`src/rtl/ohm_pkg.sv`:
```
package ohm_pkg;
  localparam int NSRC        = 6;
  localparam int SRC_NEW_K   = 0;
  localparam int SRC_K_UNST  = 1;
  localparam int SRC_RDI     = 2;
  localparam int SRC_AIS     = 3;
  localparam int SRC_S1_UNST = 4;
  localparam int SRC_NEW_S1  = 5;

  typedef enum logic [2:0] {
    RA_EN_A   = 3'd0,
    RA_EN_B   = 3'd1,
    RA_PEND_A = 3'd2,
    RA_PEND_B = 3'd3,
    RA_S1     = 3'd4,
    RA_K1     = 3'd5,
    RA_K2     = 3'd6,
    RA_STAT   = 3'd7
  } reg_addr_e;
endpackage

```
`src/rtl/ohm_persist_filter.sv`:
```
module ohm_persist_filter #(
  parameter int W        = 8,
  parameter int PERSIST  = 8,
  parameter int UNST_LIM = 32
) (
  input  logic         clk,
  input  logic         rst_n,
  input  logic         in_valid,
  input  logic [W-1:0] in_value,
  output logic [W-1:0] acc_value,
  output logic         unstable,
  output logic         new_evt
);
  localparam int CW = $clog2(PERSIST + 1);
  localparam int UW = $clog2(UNST_LIM + 1);
  localparam logic [CW-1:0] PMAX = CW'(PERSIST);
  localparam logic [UW-1:0] UMAX = UW'(UNST_LIM);

  logic [W-1:0]  cand_q, cand_n, acc_q, acc_n;
  logic [CW-1:0] cnt_q, cnt_n;
  logic [UW-1:0] ucnt_q, ucnt_n;
  logic          unst_q, unst_n;
  logic          same, hit;

  always_comb begin
    cand_n  = cand_q;
    cnt_n   = cnt_q;
    acc_n   = acc_q;
    ucnt_n  = ucnt_q;
    unst_n  = unst_q;
    new_evt = 1'b0;
    hit     = 1'b0;
    same    = (in_value == cand_q);
    if (in_valid) begin
      if (same) begin
        cnt_n = (cnt_q == PMAX) ? PMAX : cnt_q + CW'(1);
      end else begin
        cand_n = in_value;
        cnt_n  = CW'(1);
      end
      hit = (cnt_n == PMAX) && !(same && (cnt_q == PMAX));
      if (cnt_n == PMAX) begin
        ucnt_n = '0;
      end else if (ucnt_q != UMAX) begin
        ucnt_n = ucnt_q + UW'(1);
      end
      if (hit) begin
        unst_n = 1'b0;
        if (in_value != acc_q) begin
          acc_n   = in_value;
          new_evt = 1'b1;
        end
      end else if (ucnt_n == UMAX) begin
        unst_n = 1'b1;
      end
    end
  end

  always_ff @(posedge clk or negedge rst_n) begin
    if (!rst_n) begin
      cand_q <= '0;
      cnt_q  <= '0;
      acc_q  <= '0;
      ucnt_q <= '0;
      unst_q <= 1'b0;
    end else if (in_valid) begin
      cand_q <= cand_n;
      cnt_q  <= cnt_n;
      acc_q  <= acc_n;
      ucnt_q <= ucnt_n;
      unst_q <= unst_n;
    end
  end

  assign acc_value = acc_q;
  assign unstable  = unst_q;


  acc_needs_frame_chk: assert property (@(posedge clk) disable iff (!rst_n)
    (acc_q != $past(acc_q)) |-> $past(in_valid));

  run_bound_chk: assert property (@(posedge clk) disable iff (!rst_n)
    cnt_q <= PMAX);

  unst_rise_chk: assert property (@(posedge clk) disable iff (!rst_n)
    $rose(unst_q) |-> ($past(in_valid) && ($past(cnt_q) != PMAX)));
endmodule

```
`src/rtl/ohm_level_change.sv`:
```
module ohm_level_change #(
  parameter int N = 4
) (
  input  logic         clk,
  input  logic         rst_n,
  input  logic [N-1:0] lvl_in,
  output logic [N-1:0] lvl_q,
  output logic [N-1:0] chg
);
  logic [N-1:0] prev_q;

  always_ff @(posedge clk or negedge rst_n) begin
    if (!rst_n) prev_q <= '0;
    else        prev_q <= lvl_in;
  end

  assign lvl_q = prev_q;
  assign chg   = lvl_in ^ prev_q;
endmodule

```
`src/rtl/ohm_irq_bank.sv`:
```
module ohm_irq_bank #(
  parameter int N = 6
) (
  input  logic         clk,
  input  logic         rst_n,
  input  logic [N-1:0] set_evt,
  input  logic [N-1:0] en_wmask,
  input  logic [N-1:0] en_wdata,
  input  logic [N-1:0] clr_vec,
  output logic [N-1:0] en,
  output logic [N-1:0] pend,
  output logic         irq
);
  logic [N-1:0] en_q, en_n, pend_q, pend_n;

  always_comb begin
    en_n   = (en_q & ~en_wmask) | (en_wdata & en_wmask);
    pend_n = (pend_q & ~clr_vec) | set_evt;
  end

  always_ff @(posedge clk or negedge rst_n) begin
    if (!rst_n) begin
      en_q   <= '0;
      pend_q <= '0;
    end else begin
      en_q   <= en_n;
      pend_q <= pend_n;
    end
  end

  assign en   = en_q;
  assign pend = pend_q;
  assign irq  = |(pend_q & en_q);

  for (genvar i = 0; i < N; i++) begin : g_chk

    pend_w1c_chk: assert property (@(posedge clk) disable iff (!rst_n)
      $fell(pend_q[i]) |-> $past(clr_vec[i]));

    en_write_chk: assert property (@(posedge clk) disable iff (!rst_n)
      (en_q[i] != $past(en_q[i])) |-> $past(en_wmask[i]));
  end
endmodule

```
`src/rtl/ovh_persist_irq.sv`:
```
module ovh_persist_irq
  import ohm_pkg::*;
#(
  parameter int PERSIST  = 8,
  parameter int UNST_LIM = 32
) (
  input  logic       clk,
  input  logic       rst_n,
  input  logic       s1_valid,
  input  logic [7:0] s1_byte,
  input  logic       kk_valid,
  input  logic [7:0] k1_byte,
  input  logic [7:0] k2_byte,
  input  logic       ais_lvl,
  input  logic       rdi_lvl,
  input  logic       reg_wr,
  input  logic [2:0] reg_addr,
  input  logic [7:0] reg_wdata,
  output logic [7:0] reg_rdata,
  output logic       irq
);
  logic [1:0] rst_sync_q;
  logic       rst_n_i;

  always_ff @(posedge clk or negedge rst_n) begin
    if (!rst_n) rst_sync_q <= 2'b00;
    else        rst_sync_q <= {rst_sync_q[0], 1'b1};
  end
  assign rst_n_i = rst_sync_q[1];

  logic [7:0]  s1_acc;
  logic [15:0] kk_acc;
  logic        s1_unst, kk_unst, s1_new, kk_new;

  ohm_persist_filter #(.W(8), .PERSIST(PERSIST), .UNST_LIM(UNST_LIM)) u_s1 (
    .clk(clk), .rst_n(rst_n_i), .in_valid(s1_valid), .in_value(s1_byte),
    .acc_value(s1_acc), .unstable(s1_unst), .new_evt(s1_new));

  ohm_persist_filter #(.W(16), .PERSIST(PERSIST), .UNST_LIM(UNST_LIM)) u_kk (
    .clk(clk), .rst_n(rst_n_i), .in_valid(kk_valid), .in_value({k1_byte, k2_byte}),
    .acc_value(kk_acc), .unstable(kk_unst), .new_evt(kk_new));

  logic [3:0] lvl_q, lvl_chg;

  ohm_level_change #(.N(4)) u_chg (
    .clk(clk), .rst_n(rst_n_i),
    .lvl_in({s1_unst, kk_unst, ais_lvl, rdi_lvl}),
    .lvl_q(lvl_q), .chg(lvl_chg));

  logic [NSRC-1:0] set_evt, vec_a, vec_b, mask_a, mask_b;
  logic [NSRC-1:0] en_wmask, en_wdata, clr_vec, en, pend;

  always_comb begin
    set_evt              = '0;
    set_evt[SRC_NEW_S1]  = s1_new;
    set_evt[SRC_NEW_K]   = kk_new;
    set_evt[SRC_S1_UNST] = lvl_chg[3];
    set_evt[SRC_K_UNST]  = lvl_chg[2];
    set_evt[SRC_AIS]     = lvl_chg[1];
    set_evt[SRC_RDI]     = lvl_chg[0];

    vec_a              = '0;
    vec_a[SRC_NEW_S1]  = reg_wdata[7];
    vec_a[SRC_S1_UNST] = reg_wdata[6];
    vec_a[SRC_K_UNST]  = reg_wdata[1];
    vec_a[SRC_NEW_K]   = reg_wdata[0];
    vec_b              = '0;
    vec_b[SRC_AIS]     = reg_wdata[1];
    vec_b[SRC_RDI]     = reg_wdata[0];

    mask_a = '0;
    mask_a[SRC_NEW_S1]  = 1'b1;
    mask_a[SRC_S1_UNST] = 1'b1;
    mask_a[SRC_K_UNST]  = 1'b1;
    mask_a[SRC_NEW_K]   = 1'b1;
    mask_b = '0;
    mask_b[SRC_AIS] = 1'b1;
    mask_b[SRC_RDI] = 1'b1;

    en_wmask = '0;
    en_wdata = vec_a;
    clr_vec  = '0;
    if (reg_wr) begin
      case (reg_addr)
        RA_EN_A:   en_wmask = mask_a;
        RA_EN_B:   begin en_wmask = mask_b; en_wdata = vec_b; end
        RA_PEND_A: clr_vec = vec_a;
        RA_PEND_B: clr_vec = vec_b;
        default:   ;
      endcase
    end
  end

  ohm_irq_bank #(.N(NSRC)) u_irq (
    .clk(clk), .rst_n(rst_n_i), .set_evt(set_evt),
    .en_wmask(en_wmask), .en_wdata(en_wdata), .clr_vec(clr_vec),
    .en(en), .pend(pend), .irq(irq));

  function automatic logic [7:0] pack_a(input logic [NSRC-1:0] v);
    return {v[SRC_NEW_S1], v[SRC_S1_UNST], 4'b0000, v[SRC_K_UNST], v[SRC_NEW_K]};
  endfunction

  function automatic logic [7:0] pack_b(input logic [NSRC-1:0] v);
    return {6'b000000, v[SRC_AIS], v[SRC_RDI]};
  endfunction

  always_comb begin
    case (reg_addr)
      RA_EN_A:   reg_rdata = pack_a(en);
      RA_EN_B:   reg_rdata = pack_b(en);
      RA_PEND_A: reg_rdata = pack_a(pend);
      RA_PEND_B: reg_rdata = pack_b(pend);
      RA_S1:     reg_rdata = s1_acc;
      RA_K1:     reg_rdata = kk_acc[15:8];
      RA_K2:     reg_rdata = kk_acc[7:0];
      default:   reg_rdata = {4'b0000, lvl_q};
    endcase
  end
endmodule

```
`config.mk`:
```
export PLATFORM = sky130hd
export DESIGN_NAME = ovh_persist_irq
export DESIGN_NICKNAME = d
export VERILOG_FILES = /design/src/rtl/ohm_pkg.sv /design/src/rtl/ohm_persist_filter.sv /design/src/rtl/ohm_level_change.sv /design/src/rtl/ohm_irq_bank.sv /design/src/rtl/ovh_persist_irq.sv
export SDC_FILE = /design/constraint.sdc
export NUM_CORES = 1
export LEC_CHECK = 0
export BUFFER_PORTS_ARGS = -buffer_cell sky130_fd_sc_hd__clkbuf_2
export CORE_ASPECT_RATIO = 0.5
export CORE_MARGIN = 10
export CORE_UTILIZATION = 38
export DETAILED_ROUTE_END_ITERATION = 8
export PLACE_DENSITY = 0.54
export SYNTH_ARGS = -nofsm -noshare
export SYNTH_HDL_FRONTEND = slang
export SYNTH_HIERARCHICAL = 1
export SYNTH_SLANG_ARGS = --single-unit
export TNS_END_PERCENT = 30
```
`constraint.sdc`:
```
create_clock -name clk -period 5.2 [get_ports clk]
set_input_delay 0 -clock clk [delete_from_list [all_inputs] [get_ports clk]]
set_output_delay 0 -clock clk [all_outputs]
set_load 0.005 [all_outputs]
```
Word-level counts from Yosys, hierarchy flattened --
Cells that the tools add are included.
Storage, ports and cells: register bits after elaboration 88, input bits 42, logic and storage cells 92
Cells by class: $add $sub $neg 4, eq/ne operators 18, multiplexer cells 29, bitwise logic cells 11, reductions and logical operators 16
Operator list (number):
- two-way mux 6 bit | 10
- case mux 8 bit (7 select lines) | 1
- bitwise AND 6 bit | 4
- two-way mux 4 bit | 6
- case mux 6 bit (2 select lines) | 2
- == test 16 bit | 1
- == test 4 bit (second input constant) | 4
- != test 16 bit | 1
- adder 6 x 1 -> 6 bit (second input constant) | 2
- == test 6 bit (second input constant) | 2
- != test 6 bit (second input constant) | 2
- NOT 6 bit | 2
- OR 6 bit | 2
- two-way mux 1 bit | 10
- == test 3 bit (second input constant) | 3
- adder 4 x 1 -> 4 bit (second input constant) | 2
- == test 8 bit | 1
- != test 8 bit | 1
- AND reduction 2 bit | 4
- == test 3 x 2 -> 1 bit (second input constant) | 2
- AND reduction 3 bit | 2
- OR reduction 6 bit | 1
- logical AND 1 bit | 4
- nonzero test 2 bit | 2
- other kinds (5) | 7

Longest topological paths before layout --
Gate-level depths: netlist (run 1).
depth after elaboration 10, gate-level depth with buffers 8, depth with buffers taken out 7

Hierarchy --
Netlist (run 1), hierarchy kept.
By module, submodules not included:
- ohm_persist_filter at u_kk | times used 1, cells each 204, area each 2348.5 um^2, sequential area each 1076.0 um^2
- ohm_persist_filter at u_s1 | times used 1, cells each 140, area each 1515.2 um^2, sequential area each 675.6 um^2
- ovh_persist_irq | times used 1, cells each 64, area each 538.0 um^2, sequential area each 50.0 um^2
- ohm_irq_bank | times used 1, cells each 34, area each 485.5 um^2, sequential area each 300.3 um^2
- ohm_level_change | times used 1, cells each 8, area each 135.1 um^2, sequential area each 100.1 um^2

Least setup slack after synthesis (run 1) --
OpenSTA, ideal clock, no wires.
path kind register to register, start point register u_kk.cnt_q[0], end point register u_kk.acc_q[10], in the netlist u_kk/acc_value[10], setup time 0.125 ns, arrival time 2.428 ns, required time 5.075 ns, path slack 2.647 ns, stages on the path, launching flop included 8, cells stage by stage dfrtp_1 > ha_1 > or4_1 > a31o_2 > or4_1 > buf_6 > buf_12 > mux2_4
Between the ends: word-level cells in the longest chain between the ends 7, elaborated cells between the ends (all ways) 10, those cells by class add/sub: 1; eq/ne: 2; mux: 3; reduce/logical: 4
Ends and longest elaborated chain:
- start, declared | line ohm_persist_filter.sv:20 | logic [CW-1:0] cnt_q, cnt_n;
- start signal, assigned | line ohm_persist_filter.sv:68 | cnt_q <= cnt_n;
- adder 4 x 1 -> 4 bit or == test 4 bit (tied branches) | line ohm_persist_filter.sv:36, ohm_persist_filter.sv:41
- two-way mux 4 bit | line ohm_persist_filter.sv:36 | cnt_n = (cnt_q == PMAX) ? PMAX : cnt_q + CW'(1);
- two-way mux 4 bit | line ohm_persist_filter.sv:35 | if (same) begin
- two-way mux 4 bit | line ohm_persist_filter.sv:34 | if (in_valid) begin
- == test 4 bit | line ohm_persist_filter.sv:41 | hit = (cnt_n == PMAX) && !(same && (cnt_q == PMAX));
- logical AND 1 bit * | line ohm_persist_filter.sv:41
- AND reduction 3 bit (no source line) *
- end signal, assigned | line ohm_persist_filter.sv:69 | acc_q <= acc_n;
- end, declared | line ohm_persist_filter.sv:19 | logic [W-1:0] cand_q, cand_n, acc_q, acc_n;
Every way passes the cells marked *; elsewhere a longest branch is shown, timed or not. The select of a mux whose other input is x is not followed. A chain may end at the register's enable or synchronous reset.

Final worst setup path (run 1) --
start point register u_kk.cand_q[12], end point register u_kk.acc_q[7], in the netlist u_kk/acc_value[7]
Between the ends: word-level cells in the longest chain between the ends 6, elaborated cells between the ends (all ways) 8, those cells by class eq/ne: 2; mux: 2; reduce/logical: 4
Ends and longest elaborated chain:
- start, declared | line ohm_persist_filter.sv:19
- start signal, assigned | line ohm_persist_filter.sv:67 | cand_q <= cand_n;
- == test 16 bit * | line ohm_persist_filter.sv:33 | same = (in_value == cand_q);
- two-way mux 4 bit | line ohm_persist_filter.sv:35
- two-way mux 4 bit | line ohm_persist_filter.sv:34
- == test 4 bit | line ohm_persist_filter.sv:41
- logical AND 1 bit * | line ohm_persist_filter.sv:41
- AND reduction 3 bit (no source line) *
Marks and branches as above.

==> results.md, run 1 <==
* Ys Warns at 6
* Sum Neg Setup Slack at 0 ns
* Final ANT Viol Nets at 0
* CP required at 5.41 ns
* Worst path arrival time at 3.61 ns
* Area Growth Syn to Fin at 17.4%
* Most common cell in the synthesized netlist: dfrtp_1
* Worst Hold Depth at 2
* Final min period at 3.40 ns
* Multi-input gate area at 2610 um^2
* Vias in the first global route at 3421
* Critical R2R Launch: u_kk/cand_q[12]
* Routed wire length per instance at 15.6 um
* Commonest cells in the netlist: dfrtp_1, xnor2_1, mux2_2
* Tcrit/Tclk final at 0.653
* Crit path cell chain: xor2_1 -> nor4_1 -> nand4_1 -> or4_1 -> mux2_4
* Pin count of the biggest net entering global routing at 67
* Cells after synthesis at 450
* Fillers at 1205
* Worst setup SP type: flip-flop
* CTS clock-pin slew for the worst setup and hold paths at 0.06 ns
* Synth top area share at 0.438
* Root Buffer: clkbuf_16
* Hold Path Sink: u_kk/cand_q[3]
* Hold_sp: k2_byte[3]
* Grt met1 use at 0.173
* Via Count at 3448
* CTS tree: yes
* TritonCTS Buffers at 9
* I/O Pins at 51
* 1st-iter DRT viols at 205
* CP Capture Type: flip-flop
* Ys flop type: dfrtp_1
* Area occupied by registers at 2210 um^2
* Core Region at 12800 um^2
* EDFF count, synth at 0
* Post-CTS setup buffer count at 0
* Met2 Use GR at 0.175
* Worst stage delay on the critical path at 1.12 ns
* Layout cells sized above 1 at 0.243
* Maximum clock rate at 294 MHz
* Power density over the cells at 312 nW/um^2
* Initial antenna violation count at 0
* Area contributors post-synth: dfrtp_1, mux2_4, mux2_2, xnor2_1, xor2_1
* Asr flop ratio synth at 1.00
* FF-to-FF End: u_kk/acc_value[7]
* Buffers on Ports at 46
* Worst-path maximum fanout at 15
* Clock skew at 0.00925 ns
* Rows at 29
* DIE WIDTH at 183 um
* Hold Vio Cnt, Final at 0
* Synth Register Bits at 88
* Area leader, netlist: dfrtp_1
* Place WS at 1.82 ns
* Final WL at 10800 um
* Gpl congestion at 0.798
* Syn_nets at 500
* Crit Path Class: flip-flop to flip-flop
* Seq/Total Area, Yosys at 0.438
* Clock sink count at 88
* RSZ-0062 raised after global routing: no
* ANT cells at 0
* # setup viols final at 0
* Max Transition Viols Final at 0
* Average cell area after synthesis at 11.2 um^2
* Hold WC Path Type: input pin to flip-flop
* Slowest CP cell: or4_1
* Status: finished, final reports clean
* Final worst slack at 1.80 ns
* DR pass1 iterations at 4
* Total gr overflow at 0
* Max_cap viols at 0
* Clock Path Buffers at 2
* Die area at 18500 um^2
* # DRC at 0
* Clock Latency Late Sink at 0.33 ns
* NumNets Final at 564
* Slew HR at 0.390
* Reg2reg path depth at 5
* DP HPWL at 7790 um
* Avg Vias per Cell at 5.00
* Worst-Margin Slew at 0.914 ns
* Die Y at 101 um
* Total power at 0.00184 W
* Internal reg-to-reg setup slack at 1.80 ns
* First-pass GRT wire length at 18000 um
* Starting Density at 0.392
* Grt met3 use at 0.0270
* Max VDD drop at 0.141 mV
* P_leak at 2.66 nW
* Distinct cells, synth at 54
* Synth Cell Area at 5020 um^2
* H-tree Lvls at 3
* Busiest metal layer after global routing: met2
* Global-route usage over all layers at 0.119
## how the worst max path moves through the flow
| stage | start | to | slack [ns] |
|---|---|---|---|
| 2_1_floorplan | rst_sync_q[1] | u_chg/lvl_q[0] | 2.57 |
| 3_3_place_gp | u_kk/cand_q[12] | u_kk/acc_value[13] | 1.82 |
| 3_5_place_dp | u_kk/cand_q[12] | u_kk/acc_value[7] | 1.82 |
| 4_1_cts | u_kk/cand_q[12] | u_kk/acc_value[14] | 1.79 |
| 5_1_grt | u_kk/cand_q[12] | u_kk/acc_value[7] | 1.61 |
| 6_report | u_kk/cand_q[12] | u_kk/acc_value[7] | 1.80 |
## cell families after synthesis
family                   after synthesis  synth area share
other                                  1          0.000747
flip-flops                            88             0.438
multiplexers                          69             0.182
AND/OR/NAND/NOR                      119             0.133
adder cells (fa/ha/maj)                8            0.0199
XOR/XNOR                              58             0.101
AO/OA/AOI/OAI                         64            0.0815
buffers and inverters                 43            0.0428
## area by class of cell
class / instances / share of cell area
multi-input cells: 319 / 0.442
inverters: 25 / 0.0159
flip-flops and latches: 88 / 0.374
well taps: 170 / 0.0361
clock buffers: 11 / 0.0412
clock inverters: 5 / 0.00955
repair buffers: 71 / 0.0811
## metrics by stage
| stage | std cells | hold WS, ns | utilization | cell area, um^2 |
|---|---|---|---|---|
| floorplan | 450 | -0.296 | - | 5020 |
| global placement | 649 | -0.212 | 0.418 | 5360 |
| detailed placement | 649 | -0.212 | 0.418 | 5360 |
| CTS | 689 | 0.00182 | 0.460 | 5890 |
| global route | 689 | 0.00536 | 0.460 | 5890 |
| finish | 689 | 0.00850 | 0.460 | 5890 |
## critical path: cells and delay by family (launching register included)
family                    cells  cell delay [ns]
and+or+nand+nor               3             2.29
muxes                         1             0.44
DFF                           1             0.39
xor gates and xnor gates      1             0.16
## metal layers
layer,part of all wire,routed length [um]
met5,0,0
met4,0.0037,40
met3,0.025,271
met2,0.44,4760
met1,0.53,5690
## cell usage in the layout (no fill, tap or decap), drive strengths merged, types with 8 or more instances in the layout
| master | Yosys | layout |
|---|---|---|
| clkbuf | 9 | 57 |
| a21oi | 9 | 9 |
| dlygate4sd3 | 0 | 24 |
| nor2 | 16 | 16 |
| nand3 | 14 | 14 |
| inv | 25 | 25 |
| dfrtp | 88 | 88 |
| nand2 | 19 | 19 |
| nand4 | 11 | 11 |
| a21o | 8 | 8 |
| xnor2 | 36 | 36 |
| ha | 8 | 8 |
| xor2 | 22 | 22 |
| o22ai | 8 | 8 |
| mux2 | 55 | 55 |
| and2 | 11 | 11 |
| mux2i | 10 | 10 |
| o21ai | 16 | 16 |
## report_power, final
part	total (W)	switching [W]	internal, W
Sequential	0.000847	0.0000856	0.000762
Clock	0.000647	0.000262	0.000385
Combinational	0.000344	0.000169	0.000176
## what timing repair did
item | CTS | global route
setup endpoints to repair | 0 | 0
hold buffers | 24 | 0
endpoints found under the hold margin | 42 | 0
resized for setup | 0 | 0
## registers in the layout (all words and copies together), names as in the netlist, named ones only
name            count
rst_sync_q          2
u_chg/lvl_q         4
u_irq/pend          6
u_kk/acc_value     16
u_kk/cand_q        16
u_kk/cnt_q          4
u_kk/ucnt_q         6
u_kk/unstable       1
u_s1/acc_value      8
u_s1/cand_q         8
u_s1/cnt_q          4
u_s1/ucnt_q         6
u_s1/unstable       1
No activity file was read; power rests on OpenSTA's default activity.
==> inputs of run 2 (changes only) <==
Clock period 5.2 ns to 3.31 ns, I/O delays scaled along.
==> results.md, run 2 (synthesis results as in run 1) <==
* Status: finished, final reports clean
* Final WL at 11000 um
* Hold Vio Cnt, Final at 0
* Max Transition Viols Final at 0
* Core Region at 12800 um^2
* # setup viols final at 0
* ANT cells at 0
* 1st-iter DRT viols at 132
* Global-route usage over all layers at 0.122
* DIE WIDTH at 183 um
* CP required at 3.53 ns
* Slew HR at 0.440
* Pin count of the biggest net entering global routing at 46
* Vias in the first global route at 3541
* Maximum clock rate at 365 MHz
* Sum Neg Setup Slack at 0 ns
* CTS tree: yes
* CP Capture Type: flip-flop
* Initial antenna violation count at 0
* Layout cells sized above 1 at 0.242
* Max VDD drop at 0.220 mV
* Clock Latency Late Sink at 0.34 ns
* H-tree Lvls at 3
* I/O Pins at 51
* Routed wire length per instance at 15.8 um
* Area Growth Syn to Fin at 18.5%
* Final ANT Viol Nets at 0
* DP HPWL at 8080 um
* TritonCTS Buffers at 9
* Worst-path maximum fanout at 15
* Die Y at 101 um
* Power density over the cells at 494 nW/um^2
* Starting Density at 0.392
* Gpl congestion at 0.810
* First-pass GRT wire length at 18300 um
* Tcrit/Tclk final at 0.829
* Worst setup SP type: flip-flop
* Total power at 0.00294 W
* Root Buffer: clkbuf_16
* Final min period at 2.74 ns
* Commonest non-fill, non-tap cells in the layout: dfrtp_1, clkbuf_2, xnor2_1, mux2_2, dlygate4sd3_1
* Hold WC Path Type: input pin to flip-flop
* Clock sink count at 88
* Total gr overflow at 0
* Post_cts resized at 0
* Clock skew at 0.00727 ns
* RSZ-0062 raised after global routing: no
* DR pass1 iterations at 5
* Worst-Margin Slew at 0.838 ns
* # DRC at 0
* P_leak at 2.69 nW
* Die area at 18500 um^2
* CTS clock-pin slew for the worst setup and hold paths at 0.06 ns
* Rows at 29
* Buffers on Ports at 46
* Via Count at 3556
* NumNets Final at 570
* Worst path arrival time at 2.96 ns
* Crit Path Class: flip-flop to flip-flop
* Max_cap viols at 0
* Most common cell after layout, fill and taps aside: dfrtp_1
* Clock Path Buffers at 2
* Avg Vias per Cell at 5.12
==> run 2: cell count changes in the layout (fill, tap and decap cells not counted), sizes merged <==
cell         before  now
bufinv            1    2
dlygate4sd3      24   27
buf               1    4
clkinv            3    2
clkinvlp          1    0
==> run 2: repair_timing <==
item | in CTS | in global routing
hold endpoints to repair | 51 | 0
hold buffers | 27 | 0
buffers inserted | 0 | 0
==> run 2: final cells by class <==
cell class | instances | area (um^2)
clock inverter | 4 | 70.1
multi-input combinational | 319 | 2610
timing repair buffer | 77 | 531
clock buffer | 11 | 233
tap | 170 | 213
inverter | 25 | 93.8
fill | 1194 | 6860
sequential | 88 | 2210
==> run 2: worst max-delay path: stages, from the launching register on <==
cell	delay (ns)
dfrtp_1	0.38
xor2_1	0.16
nor4_1	0.47
nand4_1	0.44
or4_1	0.61
buf_4	0.23
mux2_4	0.32
==> run 2: metal layers <==
metal | vias to the layer above | global-route usage | share of wire
met2 | 55 | 0.183 | 0.43
met3 | 10 | 0.0260 | 0.028
met5 | - | 0 | 0
met1 | 1742 | 0.173 | 0.53
li1 | 1749 | - | -
met4 | 0 | 0.0336 | 0.011
==> run 2: path summary, 6_finish.rpt <==
| check | startpoint | endpoint | slack [ns] | cells after the start |
|---|---|---|---|---|
| max | u_kk/cand_q[12] | u_kk/acc_value[13] | 0.57 | 6 |
| min | k1_byte[7] | u_kk/acc_value[15] | 0.02 | 2 |
| max reg2reg | u_kk/cand_q[12] | u_kk/acc_value[13] | 0.57 | 6 |
| min reg2reg | rst_sync_q[1] | u_s1/cand_q[2] | 0.34 | 0 |
| max in group asynchronous | rst_sync_q[1] | u_kk/acc_value[15] | 2.22 | 1 |
| min in group asynchronous | rst_sync_q[1] | u_s1/cand_q[2] | 0.34 | 0 |
==> run 2: stage by stage <==
step           instance area [um^2]  utilization  hold slack, ns  worst slack (ns)  instances
6_report                       5950        0.465          0.0162             0.567        694
5_1_grt                        5950        0.465          0.0183             0.430        694
4_1_cts                        5950        0.465          0.0127             0.506        694
3_5_place_dp                   5380        0.420          -0.211             0.517        652
3_3_place_gp                   5380        0.420          -0.214             0.600        652
2_1_floorplan                  5020            -          -0.296             0.677        450
==> run 2: report_power, final <==
group / total, W / switching (W) / internal [W]
Sequential: 0.00134 / 0.000142 / 0.00120
Clock: 0.00106 / 0.000409 / 0.000655
Combinational: 0.000539 / 0.000260 / 0.000279
Total: 0.00294 / 0.000811 / 0.00213
